**src/rtl/chan_evt_pkg.sv**
```systemverilog
package chan_evt_pkg;
    localparam int DATA_W  = 32;
    localparam int ADDR_W  = 8;
    localparam logic [ADDR_W-1:0] STAT_OFS = 8'h10;

    // MSB-first field positions; converted to vector indices below
    localparam int POS_OVR  = 0;
    localparam int POS_OVF  = 16;
    localparam int POS_PIN  = 29;
    localparam int POS_POUT = 30;
    localparam int POS_FLAG = 31;

    function automatic int vidx(input int msb_pos);
        return DATA_W - 1 - msb_pos;
    endfunction

    localparam int IX_OVR  = vidx(POS_OVR);
    localparam int IX_OVF  = vidx(POS_OVF);
    localparam int IX_PIN  = vidx(POS_PIN);
    localparam int IX_POUT = vidx(POS_POUT);
    localparam int IX_FLAG = vidx(POS_FLAG);

    typedef struct packed {
        logic ovr;
        logic ovf;
        logic flag;
    } stat_t;

    typedef struct packed {
        logic set_evt;
        logic clr_flag;
        logic clr_ovr;
        logic ovf_evt;
        logic clr_ovf;
    } ctl_t;

    function automatic logic [DATA_W-1:0] pack_word(input stat_t s,
                                                    input logic lvl_in,
                                                    input logic lvl_out);
        logic [DATA_W-1:0] w;
        w = '0;
        w[IX_OVR]  = s.ovr;
        w[IX_OVF]  = s.ovf;
        w[IX_PIN]  = lvl_in;
        w[IX_POUT] = lvl_out;
        w[IX_FLAG] = s.flag;
        return w;
    endfunction
endpackage

```
**src/rtl/evt_flag_core.sv**
```systemverilog
module evt_flag_core (
    input  logic clk,
    input  logic rst,
    input  logic set_evt,
    input  logic clr_flag,
    input  logic clr_ovr,
    output logic flag_q,
    output logic ovr_q
);
    always_ff @(posedge clk) begin
        if (rst) begin
            flag_q <= 1'b0;
            ovr_q  <= 1'b0;
        end else begin
            if (set_evt)       flag_q <= 1'b1;
            else if (clr_flag) flag_q <= 1'b0;

            if (set_evt && flag_q) ovr_q <= 1'b1;
            else if (set_evt)      ovr_q <= ovr_q;
            else if (clr_flag)     ovr_q <= 1'b0;
            else if (clr_ovr)      ovr_q <= 1'b0;
        end
    end

    AST_FLAG_SET: assert property (@(posedge clk) disable iff (rst)
        set_evt |=> flag_q);
    AST_OVR_ON_REPEAT: assert property (@(posedge clk) disable iff (rst)
        (set_evt && flag_q) |=> ovr_q);
    AST_OVR_NEEDS_FLAG: assert property (@(posedge clk) disable iff (rst)
        ovr_q |-> flag_q);
    AST_CLR_DROPS_BOTH: assert property (@(posedge clk) disable iff (rst)
        (clr_flag && !set_evt) |=> (!flag_q && !ovr_q));
    AST_SET_BEATS_CLR: assert property (@(posedge clk) disable iff (rst)
        (set_evt && clr_flag && !flag_q) |=> (flag_q && !ovr_q));
endmodule

```
**src/rtl/ovf_flag_core.sv**
```systemverilog
module ovf_flag_core (
    input  logic clk,
    input  logic rst,
    input  logic ovf_evt,
    input  logic clr_ovf,
    output logic ovf_q
);
    always_ff @(posedge clk) begin
        if (rst)          ovf_q <= 1'b0;
        else if (ovf_evt) ovf_q <= 1'b1;
        else if (clr_ovf) ovf_q <= 1'b0;
    end

    AST_OVF_SET: assert property (@(posedge clk) disable iff (rst)
        ovf_evt |=> ovf_q);
    AST_OVF_STICKY: assert property (@(posedge clk) disable iff (rst)
        (ovf_q && !clr_ovf) |=> ovf_q);
endmodule

```
**src/rtl/stat_rd_port.sv**
```systemverilog
module stat_rd_port
    import chan_evt_pkg::*;
(
    input  logic              clk,
    input  logic              rst,
    input  logic              rd_hit,
    input  stat_t             st,
    input  logic              lvl_in,
    input  logic              lvl_out,
    output logic [DATA_W-1:0] rdata
);
    always_ff @(posedge clk) begin
        if (rst)         rdata <= '0;
        else if (rd_hit) rdata <= pack_word(st, lvl_in, lvl_out);
        else             rdata <= '0;
    end
endmodule

```
**src/rtl/chan_evt_stat.sv**
```systemverilog
module chan_evt_stat
    import chan_evt_pkg::*;
(
    input  logic              clk,
    input  logic              rst,
    input  logic              sel,
    input  logic              wr_en,
    input  logic [ADDR_W-1:0] addr,
    input  logic [DATA_W-1:0] wdata,
    output logic [DATA_W-1:0] rdata,
    input  logic              cap_evt,
    input  logic              match_evt,
    input  logic              ovf_evt,
    input  logic              dma_en,
    input  logic              dma_ack,
    input  logic              pin_in,
    input  logic              pin_out,
    output logic              flag_req
);
    logic  hit, wr_hit, rd_hit;
    ctl_t  ctl;
    stat_t st;
    logic  unused_wbits;

    assign hit    = sel && (addr == STAT_OFS);
    assign wr_hit = hit && wr_en;
    assign rd_hit = hit && !wr_en;
    assign unused_wbits = ^wdata;

    always_comb begin
        ctl.set_evt  = cap_evt | match_evt;
        ctl.clr_flag = (wr_hit && wdata[IX_FLAG]) || (dma_en && dma_ack);
        ctl.clr_ovr  = wr_hit && wdata[IX_OVR];
        ctl.ovf_evt  = ovf_evt;
        ctl.clr_ovf  = wr_hit && wdata[IX_OVF];
    end

    evt_flag_core u_evt (
        .clk(clk), .rst(rst),
        .set_evt(ctl.set_evt), .clr_flag(ctl.clr_flag), .clr_ovr(ctl.clr_ovr),
        .flag_q(st.flag), .ovr_q(st.ovr)
    );

    ovf_flag_core u_ovf (
        .clk(clk), .rst(rst),
        .ovf_evt(ctl.ovf_evt), .clr_ovf(ctl.clr_ovf), .ovf_q(st.ovf)
    );

    stat_rd_port u_rd (
        .clk(clk), .rst(rst), .rd_hit(rd_hit), .st(st),
        .lvl_in(pin_in), .lvl_out(pin_out), .rdata(rdata)
    );

    assign flag_req = st.flag;

    AST_DMA_GATED: assert property (@(posedge clk) disable iff (rst)
        (!dma_en && dma_ack && !wr_hit && flag_req) |=> flag_req);
    AST_FOREIGN_WRITE: assert property (@(posedge clk) disable iff (rst)
        (sel && wr_en && !hit && !cap_evt && !match_evt && !ovf_evt && !dma_ack)
        |=> $stable(st));
    AST_READ_QUIET: assert property (@(posedge clk) disable iff (rst)
        (rd_hit && !cap_evt && !match_evt && !ovf_evt && !dma_ack)
        |=> $stable(st));
endmodule

```
**config.mk**
```make
export PLATFORM = sky130hd
export DESIGN_NAME = chan_evt_stat
export DESIGN_NICKNAME = d
export VERILOG_FILES = /design/src/rtl/chan_evt_pkg.sv /design/src/rtl/evt_flag_core.sv /design/src/rtl/ovf_flag_core.sv /design/src/rtl/stat_rd_port.sv /design/src/rtl/chan_evt_stat.sv
export SDC_FILE = /design/constraint.sdc
export NUM_CORES = 1
export LEC_CHECK = 0
export ABC_AREA = 0
export BUFFER_PORTS_ARGS = -buffer_cell sky130_fd_sc_hd__buf_2
export CAP_MARGIN = 20
export CORE_MARGIN = 2
export CORE_UTILIZATION = 27
export DETAILED_ROUTE_END_ITERATION = 16
export HOLD_SLACK_MARGIN = 0.1
export PLACE_DENSITY = 0.77
export SYNTH_ARGS = -nofsm -noshare
export SYNTH_HDL_FRONTEND = slang
export SYNTH_SLANG_ARGS = --single-unit
```
**constraint.sdc**
```tcl
create_clock -name clk -period 1.4 [get_ports clk]
set_input_delay 0.14 -clock clk [delete_from_list [all_inputs] [get_ports clk]]
set_output_delay 0.14 -clock clk [all_outputs]
set_load 0.05 [all_outputs]
```
==> qor.csv <==
metric;value;unit
status;finished clean;
via_per_inst;3.57;
r2r-start;u_evt.flag_q;
drtAntennaViolNets;0;
coreArea;0.00178;mm2
multi_input_area;256;um2
slew_violations;0;
syn_inst;59;
crit_chain;buf_2;
critPathMaxStageDelay;360;ps
synth-simple-area-share;20.5;%
place.gp.congestion;0.788;
final_nets;143;
synth_seq_area_share;30.5;%
r2r-end;u_evt.ovr_q;
synth_top_cell_by_area;buf_4;
synth_area_leaders;buf_4 39%, dfxtp_1 30%, and2_1 6.0%, nor4b_4 4.5%, o211ai_1 4.3%;
worstSetupStartpointType;register;
cap_violations;0;
hold-path-cell-count;3;
postSynthAreaPerCell;8.91;um2
wl_per_cell;7.89;um
ys_types;15;
clkSinkCount;8;
critPathMaxFanout;4;
reg2regPathDepth;2;
die_area;0.00232;mm2
final_cells;115;
cp.required;1260;ps
port_buffers;27;
grt_pass1_vias;348;
drc;0;
hold_path.class;primary input to register;
hold_end;u_ovf.ovf_q;
die_y;48.1;um
synthMuxAreaShare;0;%
clock-root-buffer;clkbuf_4;
cts.path.max_buffers;2;
io-pin-count;84;
drt_iter0_markers;1;
timing.critical_path.max_delay_family;flip-flops;
syn2layout_area_growth;19.8;%
die_w;48.1;um
grt_usage;8.18;%
setup_viol;0;
drt-pass1-iter-count;3;
finalCriticalPeriod;1020;ps
whs;133;ps
cts_buffers;3;
grt_pass1_wl;1.26;mm
cp_slowest_cell;dfxtp_1;
synth_top_family_by_area;buffers and inverters;
clk_latency;250;ps
vias;410;
end_kind;primary output;
top_layer;met4;
finalCritPeriodShare;73.0;%
start_util;29.5;%
antenna_found_initial;0;
synthesis.area;526;um2
drive_gt1_share;36.7;%
dp_cells;110;
met3WireLength;101;um
hpwl;793;um
synth_fa_ha_area_share;0;%
cts_tree;built;
seq_area;160;um2
ys_ff_latch;8;
synth_compound_area_share;9.05;%
wl_met2;482;um
fmax;978;MHz
grt_max_degree;6;
critPathKind;register to primary output;
clk_pin_slew;50;ps
synth_xor_area_share;0;%
grt_overflow_total;0;
finClkSkew;0.111;ps
routed_wl;907;um
p_per_area;1010;mW/mm2
min_from;ovf_evt;
antenna_cells;0;
wl_met1;308;um
yosysWarnings;0;
final-hold-violation-count;0;
r2r_slack;730;ps
num_rows;15;
arrival;880;ps
ir_drop;0.350;mV
h-tree-depth;1;
synth_top_area_share;38.6;%
rsz0062_at_grt;no;
path_buf_inv;1;
report.power.total;638;uW
fillers;196;
p_leak;0.000344;uW
tns;0;ps
## cell type report
class,count,area share (%)
Timing Repair Buffer,29,24.7
Multi-Input combinational cell,49,40.8
Inverter,1,0.596
Tap cell,25,4.97
Clock buffer,3,3.58
Sequential cell,8,25.4
## flip-flops by register name, indices dropped and copies added, names as in the netlist
name	cells
u_ovf.ovf_q	1
u_evt.ovr_q	1
u_rd.rdata	5
u_evt.flag_q	1
## cells in the mapped netlist
master / n
buf_4: 27
dfxtp_1: 8
and2_1: 5
o211ai_1: 3
o21ai_0: 3
a21oi_1: 2
nand3_1: 2
nor2_1: 2
conb_1: 1
inv_1: 1
nand2_1: 1
nand3b_2: 1
nor3_1: 1
nor4b_2: 1
nor4b_4: 1
## per-stage QoR
step	utilization (%)	worst slack, ps	area [um2]
after global routing	35.3	292	629
after floorplan	-	366	623
after detailed placement	32.9	115	587
final	35.3	378	629
after global placement	32.9	164	587
after CTS	35.3	373	629
## logic make-up after synthesis
| kind of cell | Yosys count |
|---|---|
| AND/OR/NAND/NOR | 14 |
| other | 1 |
| AO/OA/AOI/OAI | 8 |
| buffers and inverters | 28 |
| flip-flops | 8 |
## how the worst max path moves through the flow
stage,from,end,slack (ps),cells after the start
floorplan,addr[6],u_rd.rdata[0],370,4
global placement,addr[6],u_rd.rdata[15],160,5
detailed placement,addr[6],u_rd.rdata[1],120,5
CTS,u_evt.flag_q,flag_req,370,1
global route,addr[6],u_rd.rdata[0],290,5
finish,u_evt.flag_q,flag_req,380,1
## worst reg2reg max path, delay by kind of cell, from the launching register on
family,cells,cell delay (ps)
and+or+nand+nor,1,60
AOI/OAI and AO/OA,1,170
DFF,1,320
## layer usage
| metal | vias to the layer above | track usage [%] |
|---|---|---|
| li1 | 205 | - |
| met1 | 173 | 6.44 |
| met2 | 30 | 16.0 |
| met3 | 2 | 2.22 |
| met4 | 0 | 7.03 |
| met5 | - | 0 |
## layout by cell type (no fill, tap or decap)
cell           count
nor4b_4            1
inv_1              1
dlygate4sd3_1      2
nor2_1             2
nand3b_2           1
nor3_1             1
conb_1            27
nand3_1            2
nor4b_2            1
o211ai_1           3
buf_2             27
o21ai_0            3
a21oi_1            2
and2_1             5
dfxtp_1            8
clkbuf_4           3
nand2_1            1
## where the power goes
part           leakage [uW]  internal [uW]  switching [uW]
sequential        0.0000655            237            5.46
combinational      0.000265           36.0             192
clock             0.0000138           97.5            69.7
## timing repair
action                                 CTS  global route
endpoints found under the hold margin    2             0
resized for setup                        0             0
hold buffers                             2             0
setup buffers                            0             0
Power figures use the tool's default switching activity.
